<file path="config.mk">
export PLATFORM = sky130hd
export DESIGN_NAME = sof_watchdog
export DESIGN_NICKNAME = d
export VERILOG_FILES = /design/src/rtl/sof_watchdog_pkg.sv /design/src/rtl/sof_tick_timer.sv /design/src/rtl/host_lost_flag.sv /design/src/rtl/sof_watchdog.sv
export SDC_FILE = /design/constraint.sdc
export NUM_CORES = 1
export LEC_CHECK = 0
export CAP_MARGIN = 20
export CORE_AREA = 2 2 39 41
export CTS_BUF_LIST = sky130_fd_sc_hd__clkbuf_8
export DETAILED_ROUTE_END_ITERATION = 10
export DIE_AREA = 0 0 41 43
export DONT_BUFFER_PORTS = 1
export SETUP_SLACK_MARGIN = 0.15
export SKIP_LAST_GASP = 1
export SLEW_MARGIN = 20
export SYNTH_ARGS = -nofsm -noshare
export SYNTH_HDL_FRONTEND = slang
export SYNTH_SLANG_ARGS = --single-unit
export TNS_END_PERCENT = 5
</file>
<file path="constraint.sdc">
create_clock -name clk -period 1.6 [get_ports clk]
set_input_delay 0.08 -clock clk [delete_from_list [all_inputs] [get_ports clk]]
set_output_delay 0.08 -clock clk [all_outputs]
set_load 0.02 [all_outputs]
</file>
<file path="src/rtl/sof_watchdog_pkg.sv">
package sof_watchdog_pkg;

    // One clock's worth of link events seen by the monitor.
    typedef struct packed {
        logic sof;       // frame start received
        logic link_up;   // link is active
        logic bus_reset; // bus reset in progress
        logic tick;      // microsecond strobe
    } link_ev_t;

    // Decisions taken for the host-lost flag in one clock.
    typedef enum logic [1:0] {
        FLAG_HOLD  = 2'd0,
        FLAG_SET   = 2'd1,
        FLAG_CLEAR = 2'd2
    } flag_op_e;

    // Any event that restarts frame timing and drops the host-lost flag.
    function automatic logic ev_restart(link_ev_t ev);
        return ev.sof | ~ev.link_up | ev.bus_reset;
    endfunction

    // Flag decision: a clear outranks a set.
    function automatic flag_op_e flag_decide(link_ev_t ev, logic missed, logic flag_now);
        if (ev_restart(ev)) begin
            return FLAG_CLEAR;
        end else if (missed && !flag_now) begin
            return FLAG_SET;
        end
        return FLAG_HOLD;
    endfunction

endpackage

</file>
<file path="src/rtl/sof_tick_timer.sv">
module sof_tick_timer
    import sof_watchdog_pkg::*;
#(
    parameter int unsigned LIMIT_TICKS = 1023,
    parameter int unsigned CNT_W       = $clog2(LIMIT_TICKS + 1)
) (
    input  logic             clk,
    input  logic             rst,
    input  link_ev_t         ev,
    output logic             expired,
    output logic [CNT_W-1:0] count
);

    localparam logic [CNT_W-1:0] LIMIT = CNT_W'(LIMIT_TICKS);

    logic [CNT_W-1:0] cnt_q;
    logic [CNT_W-1:0] cnt_d;

    assign expired = (cnt_q == LIMIT);

    always_comb begin
        cnt_d = cnt_q;
        if (expired || ev_restart(ev)) begin
            cnt_d = '0;
        end else if (ev.tick) begin
            cnt_d = cnt_q + 1'b1;
        end
    end

    always_ff @(posedge clk) begin
        if (rst) begin
            cnt_q <= '0;
        end else begin
            cnt_q <= cnt_d;
        end
    end

    assign count = cnt_q;

endmodule

</file>
<file path="src/rtl/host_lost_flag.sv">
module host_lost_flag
    import sof_watchdog_pkg::*;
(
    input  logic     clk,
    input  logic     rst,
    input  link_ev_t ev,
    input  logic     missed,
    output logic     lost
);

    logic     lost_q;
    flag_op_e op;

    always_comb begin
        op = flag_decide(ev, missed, lost_q);
    end

    always_ff @(posedge clk) begin
        if (rst) begin
            lost_q <= 1'b0;
        end else begin
            unique case (op)
                FLAG_SET:   lost_q <= 1'b1;
                FLAG_CLEAR: lost_q <= 1'b0;
                default:    lost_q <= lost_q;
            endcase
        end
    end

    assign lost = lost_q;

endmodule

</file>
<file path="src/rtl/sof_watchdog.sv">
module sof_watchdog
    import sof_watchdog_pkg::*;
#(
    parameter int unsigned SOF_TIMEOUT = 1023
) (
    input  logic clk,
    input  logic rst,
    input  logic sof_seen_i,
    input  logic link_up_i,
    input  logic bus_reset_i,
    input  logic tick_us_i,
    output logic sof_missed_o,
    output logic host_lost_o
);

    localparam int unsigned CNT_W = $clog2(SOF_TIMEOUT + 1);

    link_ev_t         ev;
    logic             missed;
    logic [CNT_W-1:0] tick_count;

    assign ev = '{sof: sof_seen_i, link_up: link_up_i,
                  bus_reset: bus_reset_i, tick: tick_us_i};

    sof_tick_timer #(
        .LIMIT_TICKS (SOF_TIMEOUT),
        .CNT_W       (CNT_W)
    ) u_timer (
        .clk     (clk),
        .rst     (rst),
        .ev      (ev),
        .expired (missed),
        .count   (tick_count)
    );

    host_lost_flag u_flag (
        .clk    (clk),
        .rst    (rst),
        .ev     (ev),
        .missed (missed),
        .lost   (host_lost_o)
    );

    assign sof_missed_o = missed;

endmodule

</file>
==> metrics.yaml, run 1 <==
status: "finished clean"
synth_ff_type: "dfxtp_1"
critPathRequiredTime_ns: 1.52
synth_area_leaders: "dfxtp_1 43%, xor2_1 8.5%, nor2_1 6.6%"
floorplan.rows: 14
ys_types: 24
area_growth_pct: 24.0
peakVddDrop_uv: 428
hold_path_class: "primary input to flop"
gp_congestion: 0.820
synth-edff-count: 0
r2r_slack_ns: 0.27
maxSlewViolCount: 0
r2r_cells: 4
grt_pass1_vias: 430
arrival_ns: 1.29
hold_depth: 2
start_kind: "flop"
drive_above_1_share_pct: 25.8
powerDensity_nw_per_um2: 863
wl_per_cell_um: 12.2
timing.fmax_mhz: 728
vias: 430
path_clk_slew_ns: 0.05
seq_area_frac_synth_pct: 42.7
overflow: 0
wirelength_um: 997
die_y_um: 43
async_flop_share_pct: 0
yosys_warnings: 0
rr_startpoint: "u_timer.count[2]"
hpwl_um: 702
die-width_um: 41
drv_cap: 0
first_pass_iters: 4
rr_endpoint: "u_timer.count[7]"
start_util_pct: 37.3
fin_crit_ns: 1.37
grtUsageTotal_pct: 14.7
synth_nets: 64
hp-start: "sof_seen_i"
rsz0062_at_grt: "no"
ant_nets: 0
dieArea_sq_um: 1760
leakage_nw: 0.206
cp_max_fo: 4
clock_latency_ns: 0.24
cts_tree: "built"
max_slew.worst_pin.slew_ns: 0.366
setup.worst_path.end_class: "output port"
cts-root-buf: "clkbuf_8"
hold_violations: 0
grt_max_degree: 8
setup-tns-final_ns: 0
viasPerCell: 5.24
ioPinCount: 8
grt_pass1_wl_mm: 1.67
nets: 74
synth_area_per_cell_sq_um: 9.04
antenna_found_initial: 0
coreArea_sq_um: 1380
port_buffers: 0
drtIter0Drc: 12
setup_viol: 0
netlist_area_sq_um: 515
numCtsBuffers: 3
p_total_mw: 0.552
syn-instance-count: 57
max-clock-path-buffers: 2
period_share_pct: 85.9
diodes: 0
clock_skew_ns: 0.00478
min_to: "u_flag.lost"
n_fill_cell: 133
htreeDepth: 1
crit_type: "flop to output port"
ys_ff_latch: 11
drc: 0
slew_headroom_pct: 75.3
clock-sinks: 11
synthDominantCellAreaShare_pct: 42.7
yosys.area.top_type: "dfxtp_1"
## report_power, final
part           switching, mW  leakage, nW  internal (mW)
Sequential          0.000315       0.0909          0.273
Clock                 0.0983       0.0269          0.168
Combinational        0.00522       0.0886        0.00681
Total                  0.104        0.206          0.448
## flip-flops by register name, summed over array words and instances, names as in the netlist
| signal | cells |
|---|---|
| u_flag.lost | 1 |
| u_timer.count | 10 |
## metal layers
metal	global-route usage, %	up-vias	routed length [um]
met5	0	-	0
met4	10.0	0	22
met3	6.28	4	69
li1	-	224	-
met1	16.0	189	435
met2	21.9	13	470
## area by class of cell
cell class	count	area, sq um	share of cell area, %
repair buffers	6	51.3	8.02
flip-flops and latches	11	228	35.6
multi-input cells	44	292	45.6
clock inverters	1	3.75	0.587
inverters	1	3.75	0.587
well taps	16	20.0	3.13
clock buffers	3	41.3	6.46
## Yosys cell counts (2+ instances only)
library cell  number
xor2_1             5
a31oi_1            2
nand3_1            4
nor2_1             9
nand2_1            4
or3_1              2
dfxtp_1           11
nand4_1            4
## through the flow
stage	hold WS (ns)	setup WS (ns)	instances	util (%)	instance area (sq um)
after floorplan	0.252	0.220	57	-	515
after global placement	0.229	0.302	76	40.5	561
after detailed placement	0.242	0.279	76	40.5	561
after CTS	0.0145	0.163	81	44.6	617
after global routing	0.0259	0.151	82	46.2	639
final	0.0194	0.226	82	46.2	639
## timing repair
action | CTS | global route
hold buffers | 1 | 0
hold endpoints to repair | 2 | 0
gates cloned | 0 | 0
gates resized for setup | 1 | 7
setup buffers | 0 | 1
endpoints found under the setup margin | 1 | 1
pin swaps | 0 | 2
## logic make-up after synthesis
group / Yosys count / synth area share (%)
and+or+nand+nor: 28 / 31.1
DFF: 11 / 42.7
AOI/OAI and AO/OA: 8 / 9.95
xor gates and xnor gates: 6 / 10.2
buffers and inverters: 2 / 1.70
muxes: 1 / 1.94
adders and majority gates: 1 / 2.43
## worst max-delay path, cell delays in order, from the launching register on
cell and delay (ns):
dfxtp_4 0.34, ha_2 0.18, nand4_1 0.20, nor2_2 0.20, buf_6 0.13
## cell usage in the layout (no fill, tap or decap), types with 2 or more instances in the layout
cell	instances
dfxtp_1	7
dfxtp_2	3
inv_1	2
nand2_1	4
buf_4	4
nand3_1	4
nand4_1	4
nor2_1	8
or3_1	2
a31oi_1	2
xor2_1	5
clkbuf_8	3
## worst max-delay path by stage
| stage | slack [ns] | to | from | cells after the start |
|---|---|---|---|---|
| floorplan | 0.22 | u_flag.lost | u_timer.count[0] | 4 |
| global placement | 0.30 | u_timer.count[3] | u_timer.count[1] | 5 |
| detailed placement | 0.28 | u_timer.count[2] | u_timer.count[1] | 5 |
| CTS | 0.16 | sof_missed_o | u_timer.count[1] | 4 |
| global route | 0.15 | sof_missed_o | u_timer.count[1] | 4 |
| finish | 0.23 | sof_missed_o | u_timer.count[1] | 4 |
No activity file was read; power rests on OpenSTA's default activity.
==> run 2: changes to the inputs <==
BUFFER_PORTS_ARGS = -buffer_cell sky130_fd_sc_hd__buf_4   (was not set)
CTS_CLUSTER_SIZE = 12   (was not set)
DONT_BUFFER_PORTS = not set   (was 1)
SKIP_LAST_GASP = not set   (was 1)
==> run 2 against run 1 <==
  * Combinational power is 77% higher
  * Die area stayed put
  * Sequential power hardly changed
  * Critical path type is now flop to flop
==> metrics.yaml, run 2 (synthesis gave the netlist of run 1 again) <==
clock-sinks: 11
crit_slowest_cell: "dfxtp_1"
hold_path_class: "primary input to flop"
hpwl_um: 698
die_y_um: 43
maxSlewViolCount: 0
timing.fmax_mhz: 744
max_slew.worst_pin.slew_ns: 0.375
area_growth_pct: 28.6
fin_ws_ns: 0.255
grt_pass1_wl_mm: 1.56
status: "finished clean"
crit_type: "flop to flop"
drc: 0
port_buffers: 7
final_common_cell: "buf_4"
fin_hold_ws_ns: 0.106
dr.max_layer_used: "met4"
clock_skew_ns: 0.00191
htreeDepth: 1
crit_chain: "and4_4 > nand3_4 > or3_1 > a31oi_1"
wirelength_um: 946
grtUsageTotal_pct: 14.7
fin_crit_ns: 1.34
grt_max_degree: 8
drive_above_1_share_pct: 28.2
wl_per_cell_um: 10.9
first_pass_iters: 3
dpl_worst_slack_ns: 0.254
met3_wirelength_um: 71
diodes: 0
period_share_pct: 84.1
rsz0062_at_grt: "no"
max-clock-path-buffers: 2
nets: 79
setup-tns-final_ns: 0
p_total_mw: 0.575
postCtsHoldBufs: 0
dp_cells: 82
most-common-layout-cells: "11 x buf_4, 10 x dfxtp_1, 8 x nor2_1"
grt_pass1_vias: 389
drtIter0Drc: 7
powerDensity_nw_per_um2: 867
cts-root-buf: "clkbuf_8"
leakage_nw: 0.230
ioPinCount: 8
coreArea_sq_um: 1380
slew_headroom_pct: 74.7
hold_violations: 0
setup.worst_path.end_class: "flop"
viasPerCell: 5.11
antenna_found_initial: 0
cts_tree: "built"
start_util_pct: 37.3
stdcell_count: 87
vias: 445
floorplan.rows: 14
peakVddDrop_uv: 502
die-width_um: 41
gp_congestion: 0.735
overflow: 0
numCtsBuffers: 3
dieArea_sq_um: 1760
wl_met2_um: 402
clock_latency_ns: 0.24
largest_reg_flops: 10
path_clk_slew_ns: 0.05
arrival_ns: 1.51
setup_viol: 0
drt-met1-wl_um: 423
ant_nets: 0
critPathRequiredTime_ns: 1.77
slowest_delay_ns: 0.43
start_kind: "flop"
cp_max_fo: 6
drv_cap: 0
run 2: layout make-up:
type                            instances  area [sq um]
Clock buffer                            3          41.3
Inverter                                1          3.75
Tap cell                               16          20.0
Clock inverter                          1          5.00
Sequential cell                        11           221
Timing Repair Buffer                   11          82.6
Fill cell                             134           721
Multi-Input combinational cell         44           289
run 2: power breakdown:
part | total [mW] | leakage (nW) | switching [mW] | internal, mW
registers | 0.275 | 0.0891 | 0.000317 | 0.275
logic | 0.0212 | 0.115 | 0.00838 | 0.0128
clock network | 0.279 | 0.0255 | 0.108 | 0.171
run 2: metrics by stage:
step | util, % | instance area [sq um]
floorplan | - | 515
global placement | 43.8 | 606
detailed placement | 43.8 | 606
CTS | 47.4 | 656
global route | 47.9 | 663
finish | 47.9 | 663
run 2: worst max-delay path: cells and delay by family, from the launching register on:
family | cells | cell delay, ns
DFF | 1 | 0.43
AOI/OAI and AO/OA | 1 | 0.15
and+or+nand+nor | 3 | 0.70
run 2: final timing paths:
path	start	end	slack (ns)	cells after the start
max	u_timer.count[2]	u_timer.count[7]	0.26	4
min	rst	u_flag.lost	0.11	3
max reg2reg	u_timer.count[2]	u_timer.count[7]	0.26	4
min reg2reg	u_flag.lost	u_flag.lost	0.46	1
run 2: routing by layer:
metal / vias up / track usage [%]
li1: 237 / -
met1: 194 / 16.3
met2: 9 / 17.8
met3: 5 / 7.85
met4: 0 / 16.0
met5: - / 0
run 2: timing repair:
action                     4_1_cts  5_1_grt
buffers inserted                 0        1
gates resized for setup          2        0
setup endpoints to repair        1        1
